## src/rtl/sru_pkg.sv

```systemverilog
package sru_pkg;
  typedef enum logic [1:0] {K_NONE, K_MOVE, K_PUSH, K_TRAP} kind_t;
  typedef enum logic [2:0] {S_SSR, S_SPC, S_BANK, S_MACH, S_MACL, S_PR} src_t;

  typedef struct packed {
    kind_t      kind;
    src_t       src;
    logic       priv;
    logic [2:0] bank;
    logic [3:0] rn;
    logic [7:0] imm;
  } dec_t;

  function automatic src_t sys_src(input logic [3:0] f);
    case (f)
      4'h0:    return S_MACH;
      4'h1:    return S_MACL;
      default: return S_PR;
    endcase
  endfunction

  function automatic dec_t decode(input logic [15:0] op);
    dec_t d;
    d.kind = K_NONE;
    d.src  = S_PR;
    d.priv = 1'b0;
    d.bank = op[6:4];
    d.rn   = op[11:8];
    d.imm  = op[7:0];
    if (op[15:12] == 4'h4 && op[3:0] == 4'h3) begin
      if (op[7]) begin
        d.kind = K_PUSH; d.src = S_BANK; d.priv = 1'b1;
      end else if (op[7:4] == 4'h3) begin
        d.kind = K_PUSH; d.src = S_SSR; d.priv = 1'b1;
      end else if (op[7:4] == 4'h4) begin
        d.kind = K_PUSH; d.src = S_SPC; d.priv = 1'b1;
      end
    end else if (op[15:12] == 4'h4 && op[3:0] == 4'h2 && op[7:4] <= 4'h2) begin
      d.kind = K_PUSH; d.src = sys_src(op[7:4]);
    end else if (op[15:12] == 4'h0 && op[3:0] == 4'hA && op[7:4] <= 4'h2) begin
      d.kind = K_MOVE; d.src = sys_src(op[7:4]);
    end else if (op[15:8] == 8'hC3) begin
      d.kind = K_TRAP;
    end
    return d;
  endfunction
endpackage

```

## src/rtl/sru_decode.sv

```systemverilog
module sru_decode
  import sru_pkg::*;
(
  input  logic [15:0] op,
  output dec_t        dec
);
  always_comb dec = decode(op);
endmodule

```

## src/rtl/sru_bank_mux.sv

```systemverilog
module sru_bank_mux #(
  parameter int W  = 32,
  parameter int NB = 8,
  localparam int SW = (NB > 1) ? $clog2(NB) : 1
) (
  input  logic [NB*W-1:0] flat,
  input  logic [SW-1:0]   sel,
  output logic [W-1:0]    q
);
  logic [W-1:0] slot [NB];
  for (genvar k = 0; k < NB; k++) begin : g_unpack
    assign slot[k] = flat[k*W +: W];
  end
  always_comb begin
    q = '0;
    for (int k = 0; k < NB; k++)
      if (SW'(k) == sel) q = slot[k];
  end
endmodule

```

## src/rtl/sru_seq.sv

```systemverilog
module sru_seq #(
  parameter int CW = 4
) (
  input  logic          clk,
  input  logic          rst_n,
  input  logic          start,
  input  logic [CW-1:0] start_cnt,
  input  logic          start_mem,
  input  logic          mem_ready,
  output logic          busy,
  output logic          mem_valid
);
  logic [CW-1:0] cnt;
  logic          pend;

  always_ff @(posedge clk) begin
    if (!rst_n) begin
      cnt  <= '0;
      pend <= 1'b0;
    end else if (start) begin
      cnt  <= start_cnt;
      pend <= start_mem;
    end else begin
      if (cnt != '0) cnt <= cnt - 1'b1;
      if (pend && mem_ready) pend <= 1'b0;
    end
  end

  assign busy      = (cnt != '0) || pend;
  assign mem_valid = pend;
endmodule

```

## src/rtl/sysreg_store_unit.sv

```systemverilog
module sysreg_store_unit
  import sru_pkg::*;
#(
  parameter int W           = 32,
  parameter int NBANK       = 8,
  parameter int PUSH_CYCLES = 2,
  parameter int TRAP_CYCLES = 8,
  parameter int STEP        = 4
) (
  input  logic             clk,
  input  logic             rst_n,
  input  logic             issue_valid,
  output logic             issue_ready,
  input  logic [15:0]      opcode,
  input  logic             priv_mode,
  output logic [3:0]       gpr_rd_idx,
  input  logic [W-1:0]     gpr_rd_data,
  output logic             gpr_wr_en,
  output logic [3:0]       gpr_wr_idx,
  output logic [W-1:0]     gpr_wr_data,
  input  logic [W-1:0]     ssr_i,
  input  logic [W-1:0]     spc_i,
  input  logic [NBANK*W-1:0] bank_i,
  input  logic [W-1:0]     mach_i,
  input  logic [W-1:0]     macl_i,
  input  logic [W-1:0]     pr_i,
  input  logic [W-1:0]     pc_i,
  input  logic [W-1:0]     sr_i,
  output logic             spc_wr_en,
  output logic [W-1:0]     spc_wr_data,
  output logic             ssr_wr_en,
  output logic [W-1:0]     ssr_wr_data,
  output logic             tra_wr_en,
  output logic [W-1:0]     tra_wr_data,
  output logic             mem_valid,
  input  logic             mem_ready,
  output logic [W-1:0]     mem_addr,
  output logic [W-1:0]     mem_data,
  output logic             busy,
  output logic             illegal
);
  localparam int MAXC = (TRAP_CYCLES > PUSH_CYCLES) ? TRAP_CYCLES : PUSH_CYCLES;
  localparam int CW   = $clog2(MAXC + 1);
  localparam int BSW  = (NBANK > 1) ? $clog2(NBANK) : 1;
  localparam logic [CW-1:0] PUSH_CNT = CW'(PUSH_CYCLES - 1);
  localparam logic [CW-1:0] TRAP_CNT = CW'(TRAP_CYCLES - 1);

  dec_t         dec;
  logic [W-1:0] bank_q, src_val, dec_addr;
  logic         accept, viol, go;
  logic [CW-1:0] start_cnt;

  sru_decode u_dec (.op(opcode), .dec(dec));

  sru_bank_mux #(.W(W), .NB(NBANK)) u_bank (
    .flat(bank_i), .sel(dec.bank[BSW-1:0]), .q(bank_q));

  assign issue_ready = !busy;
  assign accept      = issue_valid && issue_ready;
  assign viol        = dec.priv && !priv_mode;
  assign go          = accept && (dec.kind != K_NONE) && !viol;
  assign gpr_rd_idx  = dec.rn;
  assign dec_addr    = gpr_rd_data - W'(STEP);

  always_comb begin
    case (dec.src)
      S_SSR:   src_val = ssr_i;
      S_SPC:   src_val = spc_i;
      S_BANK:  src_val = bank_q;
      S_MACH:  src_val = mach_i;
      S_MACL:  src_val = macl_i;
      default: src_val = pr_i;
    endcase
  end

  always_comb begin
    case (dec.kind)
      K_PUSH:  start_cnt = PUSH_CNT;
      K_TRAP:  start_cnt = TRAP_CNT;
      default: start_cnt = '0;
    endcase
  end

  sru_seq #(.CW(CW)) u_seq (
    .clk(clk), .rst_n(rst_n), .start(go), .start_cnt(start_cnt),
    .start_mem(dec.kind == K_PUSH), .mem_ready(mem_ready),
    .busy(busy), .mem_valid(mem_valid));

  always_ff @(posedge clk) begin
    if (!rst_n) begin
      gpr_wr_en   <= 1'b0;
      gpr_wr_idx  <= '0;
      gpr_wr_data <= '0;
      spc_wr_en   <= 1'b0;
      spc_wr_data <= '0;
      ssr_wr_en   <= 1'b0;
      ssr_wr_data <= '0;
      tra_wr_en   <= 1'b0;
      tra_wr_data <= '0;
      mem_addr    <= '0;
      mem_data    <= '0;
      illegal     <= 1'b0;
    end else begin
      gpr_wr_en <= 1'b0;
      spc_wr_en <= 1'b0;
      ssr_wr_en <= 1'b0;
      tra_wr_en <= 1'b0;
      illegal   <= accept && viol;
      if (go) begin
        case (dec.kind)
          K_MOVE: begin
            gpr_wr_en   <= 1'b1;
            gpr_wr_idx  <= dec.rn;
            gpr_wr_data <= src_val;
          end
          K_PUSH: begin
            gpr_wr_en   <= 1'b1;
            gpr_wr_idx  <= dec.rn;
            gpr_wr_data <= dec_addr;
            mem_addr    <= dec_addr;
            mem_data    <= src_val;
          end
          K_TRAP: begin
            spc_wr_en   <= 1'b1;
            spc_wr_data <= pc_i;
            ssr_wr_en   <= 1'b1;
            ssr_wr_data <= sr_i;
            tra_wr_en   <= 1'b1;
            tra_wr_data <= {{(W-10){1'b0}}, dec.imm, 2'b00};
          end
          default: ;
        endcase
      end
    end
  end
endmodule

```

## config.mk

```make
export PLATFORM = sky130hd
export DESIGN_NAME = sysreg_store_unit
export DESIGN_NICKNAME = d
export VERILOG_FILES = /design/src/rtl/sru_pkg.sv /design/src/rtl/sru_decode.sv /design/src/rtl/sru_bank_mux.sv /design/src/rtl/sru_seq.sv /design/src/rtl/sysreg_store_unit.sv
export SDC_FILE = /design/constraint.sdc
export NUM_CORES = 1
export LEC_CHECK = 0
export BUFFER_PORTS_ARGS = -buffer_cell sky130_fd_sc_hd__buf_2
export CORE_AREA = 2 2 286 288
export CTS_CLUSTER_SIZE = 10
export DETAILED_ROUTE_END_ITERATION = 6
export DIE_AREA = 0 0 288 290
export GPL_ROUTABILITY_DRIVEN = 0
export GPL_TIMING_DRIVEN = 0
export PLACE_DENSITY = 0.34
export SYNTH_ARGS = -nofsm -noshare
export SYNTH_HDL_FRONTEND = slang
export SYNTH_SLANG_ARGS = --single-unit
```

## constraint.sdc

```tcl
create_clock -name clk -period 4.7 [get_ports clk]
set_input_delay 0.47 -clock clk [delete_from_list [all_inputs] [get_ports clk]]
set_output_delay 0.47 -clock clk [all_outputs]
set_load 0.01 [all_outputs]
```

Yosys cells after proc, flatten, opt, wreduce, memory -nomap -nowiden
Index checks and enable logic that the tools add are counted.
- word-level logic and storage cells: 94
- register bits after elaboration: 180
- input bits: 533
- add/subtract/negate cells: 2
- muxes and demuxes: 27
- eq/ne operators: 22
- magnitude comparators: 1
- reductions and logical operators: 30
- operator list (cell ; count):
    32-bit two-way mux ; 8
    32-bit one-hot mux with 5 select lines ; 1
    32-bit one-hot mux with 2 select lines ; 1
    32-bit by 3-bit subtractor with 32-bit output (second input constant) ; 1
    6-bit two-way mux ; 3
    3-bit == test (first input constant) ; 4
    4-bit by 2-bit == test with 1-bit output (second input constant) ; 3
    3-bit one-hot mux with 2 select lines ; 2
    1-bit logical AND ; 11
    5-bit two-way mux ; 2
    2-bit AND reduction ; 5
    4-bit by 3-bit == test with 1-bit output (second input constant) ; 2
    8-bit == test (second input constant) ; 1
    4-bit zero test ; 2
    4-bit two-way mux ; 2
    2-bit nonzero test ; 4
    2-bit by 3-bit == test with 1-bit output (first input constant) ; 2
    3-bit by 2-bit == test with 1-bit output (second input constant) ; 2
    3-bit zero test ; 2
    1-bit two-way mux ; 5
    2-bit == test (second input constant) ; 2
    4-bit by 1-bit == test with 1-bit output (second input constant) ; 1
    4-bit == test (second input constant) ; 1
    4-bit by 2-bit less-or-equal comparator with 1-bit output (second input constant) ; 1
    11 further kinds ; 14

Depth between registers and ports, before layout
Gate-level depths: netlist of run 1.
- word-level depth: 11
- mapped depth: 16
- depth with buffers taken out: 12

By module
A second synthesis of run 1 with hierarchy kept.
- cell total of the unflattened synthesis: 1550
- area total of the unflattened synthesis: 11847.6 um^2
- modules (own cells, without submodules) (module ; area each (um^2) ; instances ; seq. area each (um^2) ; cells an instance):
    sysreg_store_unit ; 8610.8 ; 1 ; 3503.4 ; 1098
    sru_bank_mux ; 2626.3 ; 1 ; 0.0 ; 378
    sru_decode ; 324.1 ; 1 ; 0.0 ; 40
    sru_seq ; 286.5 ; 1 ; 100.1 ; 34

Worst setup path after synthesis of run 1
Ideal clock, no wire load.
- path kind: input to register
- from: input port opcode[5]
- to: register gpr_wr_data[5]
- slack: 1.398 ns
- data required time: 4.566 ns
- stages on the path: 12
- arrival time: 3.168 ns
- buffers on the path: 5
- cells stage by stage: buf_4 > buf_6 > buf_2 > buf_2 > and2_1 > o311ai_0 > ha_1 > nand4b_1 > a21oi_2 > clkbuf_1 > mux2i_1 > o22ai_1
- word-level cells in the longest chain between the ends: 11
- elaborated cells on any way between the ends: 48
- classes of those cells: order compare: 1; eq/ne: 16; mux: 19; reduce/logical: 12
- ends and longest elaborated chain (item ; RTL line ; source):
    start, declared ; sysreg_store_unit.sv:14 ; input logic [15:0] opcode,
    3-bit zero test ; sru_bank_mux.sv:17 ; if (SW'(k) == sel) q = slot[k];
    32-bit two-way mux (8 in a row) ; sru_bank_mux.sv:17 ;
    32-bit one-hot mux with 5 select lines ; sysreg_store_unit.sv:66 ; case (dec.src)
    32-bit one-hot mux with 2 select lines ; sysreg_store_unit.sv:110 ; case (dec.kind)
    end signal, assigned ; sysreg_store_unit.sv:114 ; gpr_wr_data <= src_val;
    end signal, assigned ; sysreg_store_unit.sv:119 ; gpr_wr_data <= dec_addr;
    end, declared ; sysreg_store_unit.sv:20 ; output logic [W-1:0] gpr_wr_data,
Parallel ways exist; a longest one is shown, timed or not.
A chain may end at the register's enable or synchronous reset.

Worst setup path after layout of run 1
- from: input port opcode[5]
- to: register mem_data[15]
- word-level cells in the longest chain between the ends: 10
- elaborated cells on any way between the ends: 45
- classes of those cells: order compare: 1; eq/ne: 15; mux: 18; reduce/logical: 11
- ends and longest elaborated chain (item ; RTL line ; source):
    3-bit zero test ; sru_bank_mux.sv:17 ;
    32-bit two-way mux (8 in a row) ; sru_bank_mux.sv:17 ;
    32-bit one-hot mux with 5 select lines ; sysreg_store_unit.sv:66 ;
    end signal, assigned ; sysreg_store_unit.sv:121 ; mem_data <= src_val;
    end, declared ; sysreg_store_unit.sv:38 ; output logic [W-1:0] mem_data,
Parallel ways exist; a longest one is shown, timed or not.

==> results.md, run 1 <==
* Unrepaired setup endpoints after global routing: false
* CTS sink cnt at 180
* Clock skew at 0.0130 ns
* Cells on worst reg2reg path at 8
* Starting Density at 0.145
* Filler cells at 9283
* WP data required at 5.05 ns
* Seq/Total Area, Yosys at 0.309
* Fin crit share at 0.886
* Number of synthesized flops with an enable pin at 0
* Final Hold Fails at 0
* Power, Total at about 4000 uW
* Top achievable clock speed at 240 MHz
* Die area at 83500 um^2
* Commonest cells in the netlist: nand2_1, dfxtp_1, a21oi_1, nor2_1, o21ai_0
* Pwr Density at 230 nW/um^2
* Routed length on met1 at 42000 um
* Worst skew pair latency at 0.49 ns
* Pleak at 0.00730 uW
* Failing checks: max-capacitance violations, max-slew violations
* Resized cells post-CTS at 1
* Core Region at 80200 um^2
* PortBufs at 711
* Avg Cell Area, Syn at 7.72 um^2
* Top-area cell type share of the netlist area at 0.309
* Num rows at 104
* Gate Count Post-Synth at 1508
* Worst setup path start: opcode[5]
* CP endpoint kind: flop
* I/O pin cnt at 741
* DRT iter0 DRCs at 1113
* Die span in x at roughly 290 um
* Max VDD drop at 0.000273 V
* Num CTS Buffers at 17
* Max-Cap Viols at 1
* CP Cell Sequence: buf_4 -> buf_6 -> buf_2 -> buf_2 -> and2_1 -> o311ai_0 -> ha_1 -> clkbuf_1 -> o311a_1 -> buf_2 -> buf_2 -> nand2_1 -> o22ai_1 -> nor3_1
* Synth Register Bits at 180
* Setup-failing EPs final at 0
* Largest net degree at the start of global routing at 21
* Critical path data arrival time at 4.52 ns
* CTS tree: yes
* Pins Over Slew Limit at 3
* Antenna-violating nets left at 0
* Slew headroom at -0.0676
* Slowest stage delay, CP at 0.75 ns
* Max H-tree Level at 4
* Non-Filler Instances at 3347
* Status: finished with violations
* Final #Nets at 2800
* Grt ovf at 0
* Post-synth top area cell: dfxtp_1
* DRC viols at 0
* Worst-path fanout max at 10
* First-pass GRT wire length at around 130000 um
* Post-Syn Area at approximately 12000 um^2
* WS Path Type: primary input to flop
* Startpoint types: primary input
* Total GRT Usage at 0.220
* Met2 WL post-DR at between 40000 and 50000 um
* Most Frequent Cell on Critical Path: buf_2
* Via count at 15500
* Post-CTS Hold Fix Bufs at 0
* Critical R2R Launch: u_seq.cnt[0]$_SDFFE_PN0P_
* Ys async rst share at 0
* Hold Crit Start: pc_i[19]
* First-pass iteration count of the detailed router at 5
* Slew @ Worst Pin at between 1.5 and 2 ns
* Clk root buf: clkbuf_16
* DR WL met3 at approximately 7500 um
* DRT Wirelength at 95100 um
* Routed WL per cell at 28.4 um
* Post-Place Cells at 3302
* Post-DR vias/cell at around 4.6
* Area contributors post-synth: dfxtp_1, nand2_1, a21oi_1
* Clock-pin slew of the registers on the worst-case setup and hold paths at 0.09 ns
* Most used DFF post-synth: dfxtp_1
* Hold WC Path Type: primary input to flop
* Share of layout cells above drive strength 1 at 0.406
* Vias in the first global route at 15700
* Top Metal Used: met5
* Die outline height at 290 um
* CTS Buffer Depth at 2
* Most common cell in the synthesized netlist: nand2_1
* Crit path time final at 4.16 ns
* Post-CTS Setup Bufs at 0
* Crit-path slowest cell: o311ai_0
* Synth Warn # at 0
* Area Growth Syn to Fin at 48.2%
* CP Capture Point: mem_data[15]$_SDFFE_PN0P_
* HPWL Detailed at between 80000 and 90000 um
* Initial antenna violation count at 57
* R2r setup slk at 1.70 ns
* Synth unique cells at 95
* RR Endpoint: gpr_wr_data[9]$_SDFFE_PN0P_
power by group:
group | internal (uW) | switching (uW)
clock network | 719 | 820
logic | 363 | 518
registers | 1540 | 11.0
total | 2620 | 1350
placed cells by master (no fill, tap or decap), types with 28 or more instances in the layout:
master	instances
buf_2	761
nand2_1	242
dfxtp_1	180
a21oi_1	159
nor2_1	83
o21ai_0	80
clkbuf_1	60
nand3_1	44
buf_4	43
nor3_1	38
o211ai_1	35
mux2_2	33
a22oi_1	29
o22ai_1	28
area by class of cell:
cell class                      count  area (um^2)  share of cell area
Inverter                           29          109             0.00631
Clock buffer                       17          425              0.0246
Tap cell                         1060         1330              0.0768
Timing Repair Buffer              711         3560               0.206
Multi-Input combinational cell   1161         7150               0.414
Antenna cell                       13         32.5             0.00188
Buffer                            161          881              0.0510
Clock inverter                     15          183              0.0106
Sequential cell                   180         3600               0.209
worst min path at each step:
stage                                         endpoint  slack, ns  cells past startpoint
final                     spc_wr_data[19]$_SDFFE_PN0P_       0.20                      3
after global routing      spc_wr_data[26]$_SDFFE_PN0P_       0.17                      3
after global placement     ssr_wr_data[5]$_SDFFE_PN0P_       0.44                      2
after CTS                 spc_wr_data[19]$_SDFFE_PN0P_       0.16                      3
after floorplan              mem_data[30]$_SDFFE_PN0P_       0.48                      2
after detailed placement    gpr_wr_idx[1]$_SDFFE_PN0P_       0.44                      2
critical path, delay by kind of cell:
kind                     cells  cell delay, ns
buffers and inverters        7            1.97
AO/OA/AOI/OAI                3            1.22
AND/OR/NAND/NOR              3            0.55
adder cells (fa/ha/maj)      1            0.28
sequential cells by signal, indices dropped and copies added (netlist names):
signal	count
u_seq.cnt	4
gpr_wr_en	1
illegal	1
mem_addr	32
gpr_wr_data	32
gpr_wr_idx	4
spc_wr_data	32
tra_wr_en	1
tra_wr_data	8
ssr_wr_data	32
u_seq.mem_valid	1
mem_data	32
kinds of logic after synthesis:
logic type / count (synthesis) / synth area share
AO/OA/AOI/OAI: 532 / 0.311
XOR/XNOR: 30 / 0.0226
adder cells (fa/ha/maj): 6 / 0.00645
buffers and inverters: 190 / 0.0850
flip-flops: 180 / 0.309
multiplexers: 51 / 0.0495
other: 1 / 0.000322
AND/OR/NAND/NOR: 518 / 0.215
routing by layer:
layer,track usage,up-vias
met5,0,-
met4,0.0289,36
met3,0.0634,101
met2,0.366,747
met1,0.287,7576
li1,-,7086
metrics by stage:
| stage | TNS (ns) | util | setup WS (ns) | instance area [um^2] | hold WS [ns] |
|---|---|---|---|---|---|
| 2_1_floorplan | 0 | - | 1.40 | 11700 | 0.476 |
| 3_3_place_gp | -1.46 | 0.207 | -0.449 | 16600 | 0.440 |
| 3_5_place_dp | -2.23 | 0.207 | -0.624 | 16600 | 0.444 |
| 4_1_cts | 0 | 0.215 | 0.450 | 17200 | 0.160 |
| 5_1_grt | 0 | 0.215 | 0.450 | 17200 | 0.175 |
| 6_report | 0 | 0.215 | 0.536 | 17300 | 0.202 |
Power figures use the tool's default switching activity.
==> run 2, diff against run 1 <==
- PLACE_DENSITY: 0.34 -> 0.4
==> run 2 against run 1 <==
Compared with the run above:
- the flow now finishes without violations
- routed wire length shrank 1.3%
- clock-buffer cell count unchanged
- register-to-register slack worse by 0.18 ns
- first-iteration DRC count decreased by 8.6%
- design area grew 0.43%
- clock power up 6%
- global-route usage decreased by 0.25 points
- critical path depth shrank 2
- worst hold slack improved by 0.0056 ns
- via count shrank 0.65%
- sequential power barely moved
==> results.md, run 2 (synthesis results as in run 1) <==
* CP endpoint kind: flop
* Clock-pin slew of the registers on the worst-case setup and hold paths at 0.09 ns (about the same)
* Post-DR vias/cell at 4.61 (-0.80%)
* Unrepaired setup endpoints after global routing: false
* Core Region at 80200 um^2 (unchanged)
* Worst path buffer plus inverter count at 4 (-3)
* Top achievable clock speed at 230 MHz (-4.3%)
* Clock skew at 0.0166 ns (+0.00355 ns)
* Routed WL per cell at 28.0 um (-1.4%)
* Die outline height at 290 um (unchanged)
* Commonest cells after routing, fill and taps aside: buf_2, nand2_1, dfxtp_1
* Hold_ws at 0.208 ns (+0.00562 ns)
* Max-Cap Viols at 0 (-1)
* CP delay by family, top: compound AO/OA/AOI/OAI gates
* Antenna-violating nets left at 0 (unchanged)
* Most Frequent Cell on Critical Path: buf_2
* Total GRT Usage at 0.217 (-0.00254)
* Power, Total at 4060 uW (+2.4%)
* Final #Nets at 2802 (+0.071%)
* Placed Area at 16600 um^2 (about the same)
* Crit path time final at 4.35 ns (+0.186 ns)
* WP data required at 5.04 ns (about the same)
* HPWL Detailed at 80000 um (-1.5%)
* PortBufs at 711 (unchanged)
* CTS sink cnt at 180 (unchanged)
* Via count at 15400 (-0.65%)
* Grt ovf at 0 (unchanged)
* Max H-tree Level at 4 (unchanged)
* CTS Buffer Depth at 2 (unchanged)
* Pleak at 0.00734 uW (+0.50%)
* Final Hold Fails at 0 (unchanged)
* Slew @ Worst Pin at 1.20 ns (-0.385 ns)
* Vias in the first global route at 15200 (-3.2%)
* Hold WC Path Type: primary input to flop
* Post-CTS Hold Fix Bufs at 0 (unchanged)
* Slowest stage delay, CP at 0.78 ns (+0.03 ns)
* Worst-path fanout max at 10 (unchanged)
* Cell area after layout at 17300 um^2 (+0.43%)
* Crit-path slowest cell: o311ai_0
* Setup TNS Final at 0 ns (unchanged)
* Num CTS Buffers at 17 (unchanged)
* Largest net degree at the start of global routing at 21 (unchanged)
* I/O pin cnt at 741 (unchanged)
* Worst skew pair latency at 0.48 ns (about the same)
* Num rows at 104 (unchanged)
* Setup-failing EPs final at 0 (unchanged)
* WS Path Type: primary input to flop
* Pwr Density at 234 nW/um^2 (+1.9%)
* Critical path data arrival time at 4.69 ns (+0.17 ns)
* Clk root buf: clkbuf_16
* CTS tree: yes
* Max VDD drop at 0.000292 V (+7.1%)
* Startpoint types: primary input
* Die area at 83500 um^2 (unchanged)
* Slew headroom at 0.178 (+0.246)
* First-pass GRT wire length at 125000 um (-2.1%)
* Status: finished clean
* First-pass iteration count of the detailed router at 5 (unchanged)
* Initial antenna violation count at 58 (+1.8%)
* Most common cell after layout, fill and taps aside: buf_2
* DRC viols at 0 (unchanged)
* Area Growth Syn to Fin at 48.9%
* Die span in x at 288 um (unchanged)
* Pins Over Slew Limit at 0 (-3)
* Final design utilization at 0.216 (+0.000937)
* CP Cell Sequence: buf_4 -> buf_6 -> buf_2 -> buf_2 -> and2_1 -> o311ai_0 -> ha_1 -> nand4b_1 -> a21oi_2 -> nand2_2 -> a2111oi_1 -> nor3_1
* DRT iter0 DRCs at 1017 (-8.6%)
* Fin crit share at 0.925 (+0.0395)
* DRT Wirelength at 93900 um (-1.3%)
* Starting Density at 0.145 (unchanged)
* Share of layout cells above drive strength 1 at 0.406 (+0.000522)
==> run 2: path summary, 6_finish.rpt <==
kind,slack (ns),cells after the start,from,end
setup / recovery,0.35,12,opcode[5],gpr_wr_data[8]$_SDFFE_PN0P_
hold / removal,0.21,3,pc_i[13],spc_wr_data[13]$_SDFFE_PN0P_
setup reg to reg,1.52,8,u_seq.cnt[0]$_SDFFE_PN0P_,gpr_wr_data[8]$_SDFFE_PN0P_
hold reg to reg,0.45,2,gpr_wr_idx[3]$_SDFFE_PN0P_,gpr_wr_idx[3]$_SDFFE_PN0P_
==> run 2: metal layers <==
layer | vias to the layer above | routed length [um] | global-route usage
met5 | - | 242 | 0
met4 | 38 | 2000 | 0.0536
met3 | 122 | 7970 | 0.0677
met2 | 736 | 41500 | 0.339
met1 | 7464 | 42100 | 0.289
li1 | 7085 | - | -
==> run 2: layout make-up <==
class / count / area [um^2]
timing repair buffer: 713 / 3570
multi-input combinational: 1161 / 7150
clock inverter: 15 / 236
buffer: 161 / 881
inverter: 29 / 109
sequential: 180 / 3600
clock buffer: 17 / 425
fill: 9268 / 62800
antenna: 16 / 40.0
tap: 1060 / 1330
==> run 2: metrics by stage <==
step / setup slack, ns / instances
6_report: 0.350 / 3352
4_1_cts: 0.143 / 3335
3_3_place_gp: -0.642 / 3302
3_5_place_dp: -0.378 / 3303
2_1_floorplan: 1.40 / 1531
5_1_grt: 0.0782 / 3339
==> run 2: tightest hold or removal path, delay by kind of cell <==
| family | cells | cell delay [ns] |
|---|---|---|
| compound gates | 1 | 0.05 |
| simple gates | 1 | 0.04 |
| buf+inv | 1 | 0.09 |
==> run 2: timing repair <==
item                                   in CTS  in global routing
buffers inserted                            0                  0
gates resized for setup                     0                  1
endpoints found under the hold margin       0                  0
setup endpoints to repair                   0                  1
==> run 2: power breakdown <==
part,total (uW),switching (uW),internal (uW),leakage [uW]
logic,873,512,362,0.00557
registers,1550,11.9,1540,0.00145
clock network,1640,810,831,0.000317
==> run 3, diff against run 2 <==
- CORE_AREA: 2 2 286 288 -> 2 2 288 290
- DIE_AREA: 0 0 288 290 -> 0 0 290 292
- SETUP_SLACK_MARGIN: not set -> 0.4
- SYNTH_HIERARCHICAL: not set -> 1
==> run 3 against run 2 <==
Compared with the run above:
- utilization down 0.069 points
- global-route usage is 1.9 points lower
- power shrank 1.8%
- non-clock buffer count rose by 17
- routed wire length is 7.2% lower
- via count decreased by 3.9%
- first-iteration DRC count grew 4.0%
- area after synthesis grew 1.7%
- critical path type unchanged
- sequential share of layout area fell by 0.30 points
- flip-flop and latch count is the same
==> results.md, run 3 <==
* Status: finished clean
* Post-Synth Adder-Cell Area at 0.00634 (-0.000109)
* Slew @ Worst Pin at 1.23 ns (+0.0259 ns)
* Clock-pin slew of the registers on the worst-case setup and hold paths at 0.09 ns (about the same)
* Pwr Density at 227 nW/um^2 (-3.2%)
* Core Region at 81600 um^2 (+1.8%)
* Largest net degree at the start of global routing at 20 (-4.8%)
* Storage cell area at 3600 um^2 (unchanged)
* Grt ovf at 0 (unchanged)
* CTS sink cnt at 180 (unchanged)
* Final design utilization at 0.216 (-0.000687)
* Post-CTS Setup Bufs at 0 (unchanged)
* Pins Over Slew Limit at 0 (unchanged)
* Post-synthesis mux area share at 0.106 (+0.0561)
* Worst-path fanout max at 10 (unchanged)
* Setup TNS Final at 0 ns (unchanged)
* Slew headroom at 0.174 (-0.00410)
* Most common cell in the synthesized netlist: nand2_1
* Max-Cap Viols at 0 (unchanged)
* Post-DR vias/cell at 4.36 (-5.3%)
* Clk root buf: clkbuf_16
* Final Hold Fails at 0 (unchanged)
* Crit path time final at 4.01 ns (-0.335 ns)
* Synth Register Bits at 180 (unchanged)
* Commonest cells in the netlist: nand2_1, a21oi_1, dfxtp_1, nor2_1, clkbuf_1
* Gate Count Post-Synth at 1550 (+2.8%)
* Clock power frac at 0.376 (-0.028)
* Die outline height at 292 um (+0.69%)
* CP endpoint kind: flop
* Num rows at 105 (+0.96%)
* Commonest cells after routing, fill and taps aside: buf_2, nand2_1, a21oi_1
* Total GRT Usage at 0.198 (-0.0192)
* CTS Buffer Depth at 2 (unchanged)
* DRT Wirelength at 87100 um (-7.2%)
* Most common cell after layout, fill and taps aside: buf_2
* Post-synth top area cell: dfxtp_1
* Antenna-violating nets left at 0 (unchanged)
* Share of power burned in registers at 0.389 (+0.008)
* Top achievable clock speed at 249 MHz (+8.4%)
* Seq/Total Area, Yosys at 0.304 (-0.00523)
* Area contributors post-synth: dfxtp_1, nand2_1, a21oi_1
* Filler cells at 9411 (+1.5%)
* Worst skew pair latency at 0.48 ns (about the same)
* Post-Syn Area at 11800 um^2 (+1.7%)
* Die area at 84700 um^2 (+1.4%)
* WP data required at 5.07 ns (+0.03 ns)
* Compound-Gate Fraction of Synth Area at 0.269 (-0.0421)
* Power, Total at 3990 uW (-1.8%)
* Unrepaired setup endpoints after global routing: false
* Area of the multi-input gates at 7430 um^2 (+3.9%)
* Final #Nets at 2848 (+1.6%)
* Internal power at 2680 uW (-2.0%)
* Switching share of power at 0.329 (+0.00129)
* CTS tree: yes
* Xor-xnor portion of the synthesized cell area at 0.0207 (-0.00186)
* Pleak at 0.00779 uW (+6.1%)
* Setup-failing EPs final at 0 (unchanged)
* R2r setup slk at 1.14 ns (-0.38 ns)
* Vias in the first global route at 14900 (-1.9%)
* Initial antenna violation count at 21 (-64%)
* I/O pin cnt at 741 (unchanged)
* Share of layout cells above drive strength 1 at 0.397 (-0.00977)
* Largest family of logic cells by synthesized area: compound AO/OA/AOI/OAI gates
* Startpoint types: primary input
* Synth Warn # at 6 (+6)
* Top-area cell type share of the netlist area at 0.304 (-0.00523)
* Clock skew at 0.0153 ns (-0.00128 ns)
* Synth unique cells at 81 (-15%)
* Fin crit share at 0.854 (-0.0714)
* Starting Density at 0.145 (about the same)
* Max VDD drop at 0.000182 V (-38%)
* PortBufs at 716 (+0.70%)
* Hold WC Path Type: primary input to flop
* Number of synthesized flops with an enable pin at 0 (unchanged)
* Avg Cell Area, Syn at 7.64 um^2 (-1.0%)
* Routed WL per cell at 25.6 um (-8.6%)
* DRT iter0 DRCs at 1058 (+4.0%)
* First-pass GRT wire length at 119000 um (-4.8%)
* First-pass iteration count of the detailed router at 5 (unchanged)
* Num CTS Buffers at 17 (unchanged)
* Die span in x at 290 um (+0.69%)
* WS Path Type: primary input to flop
* P_sw at 1310 uW (-1.4%)
* Via count at 14800 (-3.9%)
* DRC viols at 0 (unchanged)
* Comb pwr share at 0.235 (+0.020)
* Max H-tree Level at 4 (unchanged)
* Critical path data arrival time at 4.38 ns (-0.31 ns)
* Most used DFF post-synth: dfxtp_1
* Simple-gate portion of the synthesized area at 0.210 (-0.00586)
* HPWL Detailed at 75100 um (-6.2%)
* Area Growth Syn to Fin at 48.5%
* Ys async rst share at 0 (unchanged)
[run 3: stage by stage]
stage | worst slack (ns) | cell area [um^2] | hold WS (ns) | instances
6_report | 0.686 | 17600 | 0.228 | 3402
5_1_grt | 0.415 | 17600 | 0.216 | 3397
4_1_cts | 0.416 | 17500 | 0.199 | 3392
3_5_place_dp | -0.919 | 16900 | 0.440 | 3361
3_3_place_gp | -1.43 | 16900 | 0.440 | 3360
2_1_floorplan | 1.80 | 11900 | 0.476 | 1574
[run 3: area by class of cell]
| cell class | count | share of cell area |
|---|---|---|
| antenna | 10 | 0.00142 |
| buffer | 174 | 0.0538 |
| clock buffer | 18 | 0.0250 |
| clock inverter | 14 | 0.00925 |
| inverter | 16 | 0.00341 |
| multi-input combinational | 1203 | 0.422 |
| sequential | 180 | 0.205 |
| tap | 1070 | 0.0761 |
| timing repair buffer | 717 | 0.204 |
[run 3: power groups by stage]
stage | Sequential, uW | Combinational (uW) | Clock, uW
2_1_floorplan | 1580 | 425 | 0
4_1_cts | 1550 | 941 | 1550
6_report | 1550 | 938 | 1500
3_5_place_dp | 1590 | 931 | 0
5_1_grt | 1550 | 1010 | 1610
3_3_place_gp | 1590 | 931 | 0
[run 3: timing repair]
action / in CTS / in global routing
hold buffers: 0 / 0
setup endpoints to repair: 71 / 31
resized for setup: 21 / 10
[run 3: worst paths after layout]
check                                     from                           end  cells past startpoint
hold / removal                  gpr_rd_data[2]      mem_addr[2]$_SDFFE_PN0P_                      2
setup reg to reg     u_seq/cnt[0]$_SDFFE_PN0P_      mem_data[6]$_SDFFE_PN0P_                     10
setup / recovery                     opcode[5]  gpr_wr_data[27]$_SDFFE_PN0P_                     12
hold reg to reg   spc_wr_data[24]$_SDFFE_PN0P_  spc_wr_data[24]$_SDFFE_PN0P_                      2
[run 3: worst max-delay path, cell delays in order]
cell and delay [ns]:
buf_2 0.14, a211oi_2 0.29, and4_1 0.32, a22o_1 0.25, buf_2 0.34, buf_1 0.79
mux2i_1 0.29, o22ai_1 0.13, a222oi_1 0.85, nor4_1 0.19, a31oi_1 0.21, o21ai_0 0.10
[run 3: logic make-up (layout without fill, tap and decap cells)]
kind of cell,count (synthesis),count (layout)
XOR/XNOR,28,28
buffers and inverters,191,939
multiplexers,116,116
other,1,35
adder cells (fa/ha/maj),6,6
flip-flops,180,180
AO/OA/AOI/OAI,482,482
AND/OR/NAND/NOR,546,546
[run 3: layer usage]
layer | wire [um] | GRT usage | share of wire
met1 | 38500 | 0.257 | 0.44
met2 | 41000 | 0.330 | 0.47
met3 | 5830 | 0.0451 | 0.067
met4 | 1630 | 0.0517 | 0.019
met5 | 39 | 0 | 0.00045
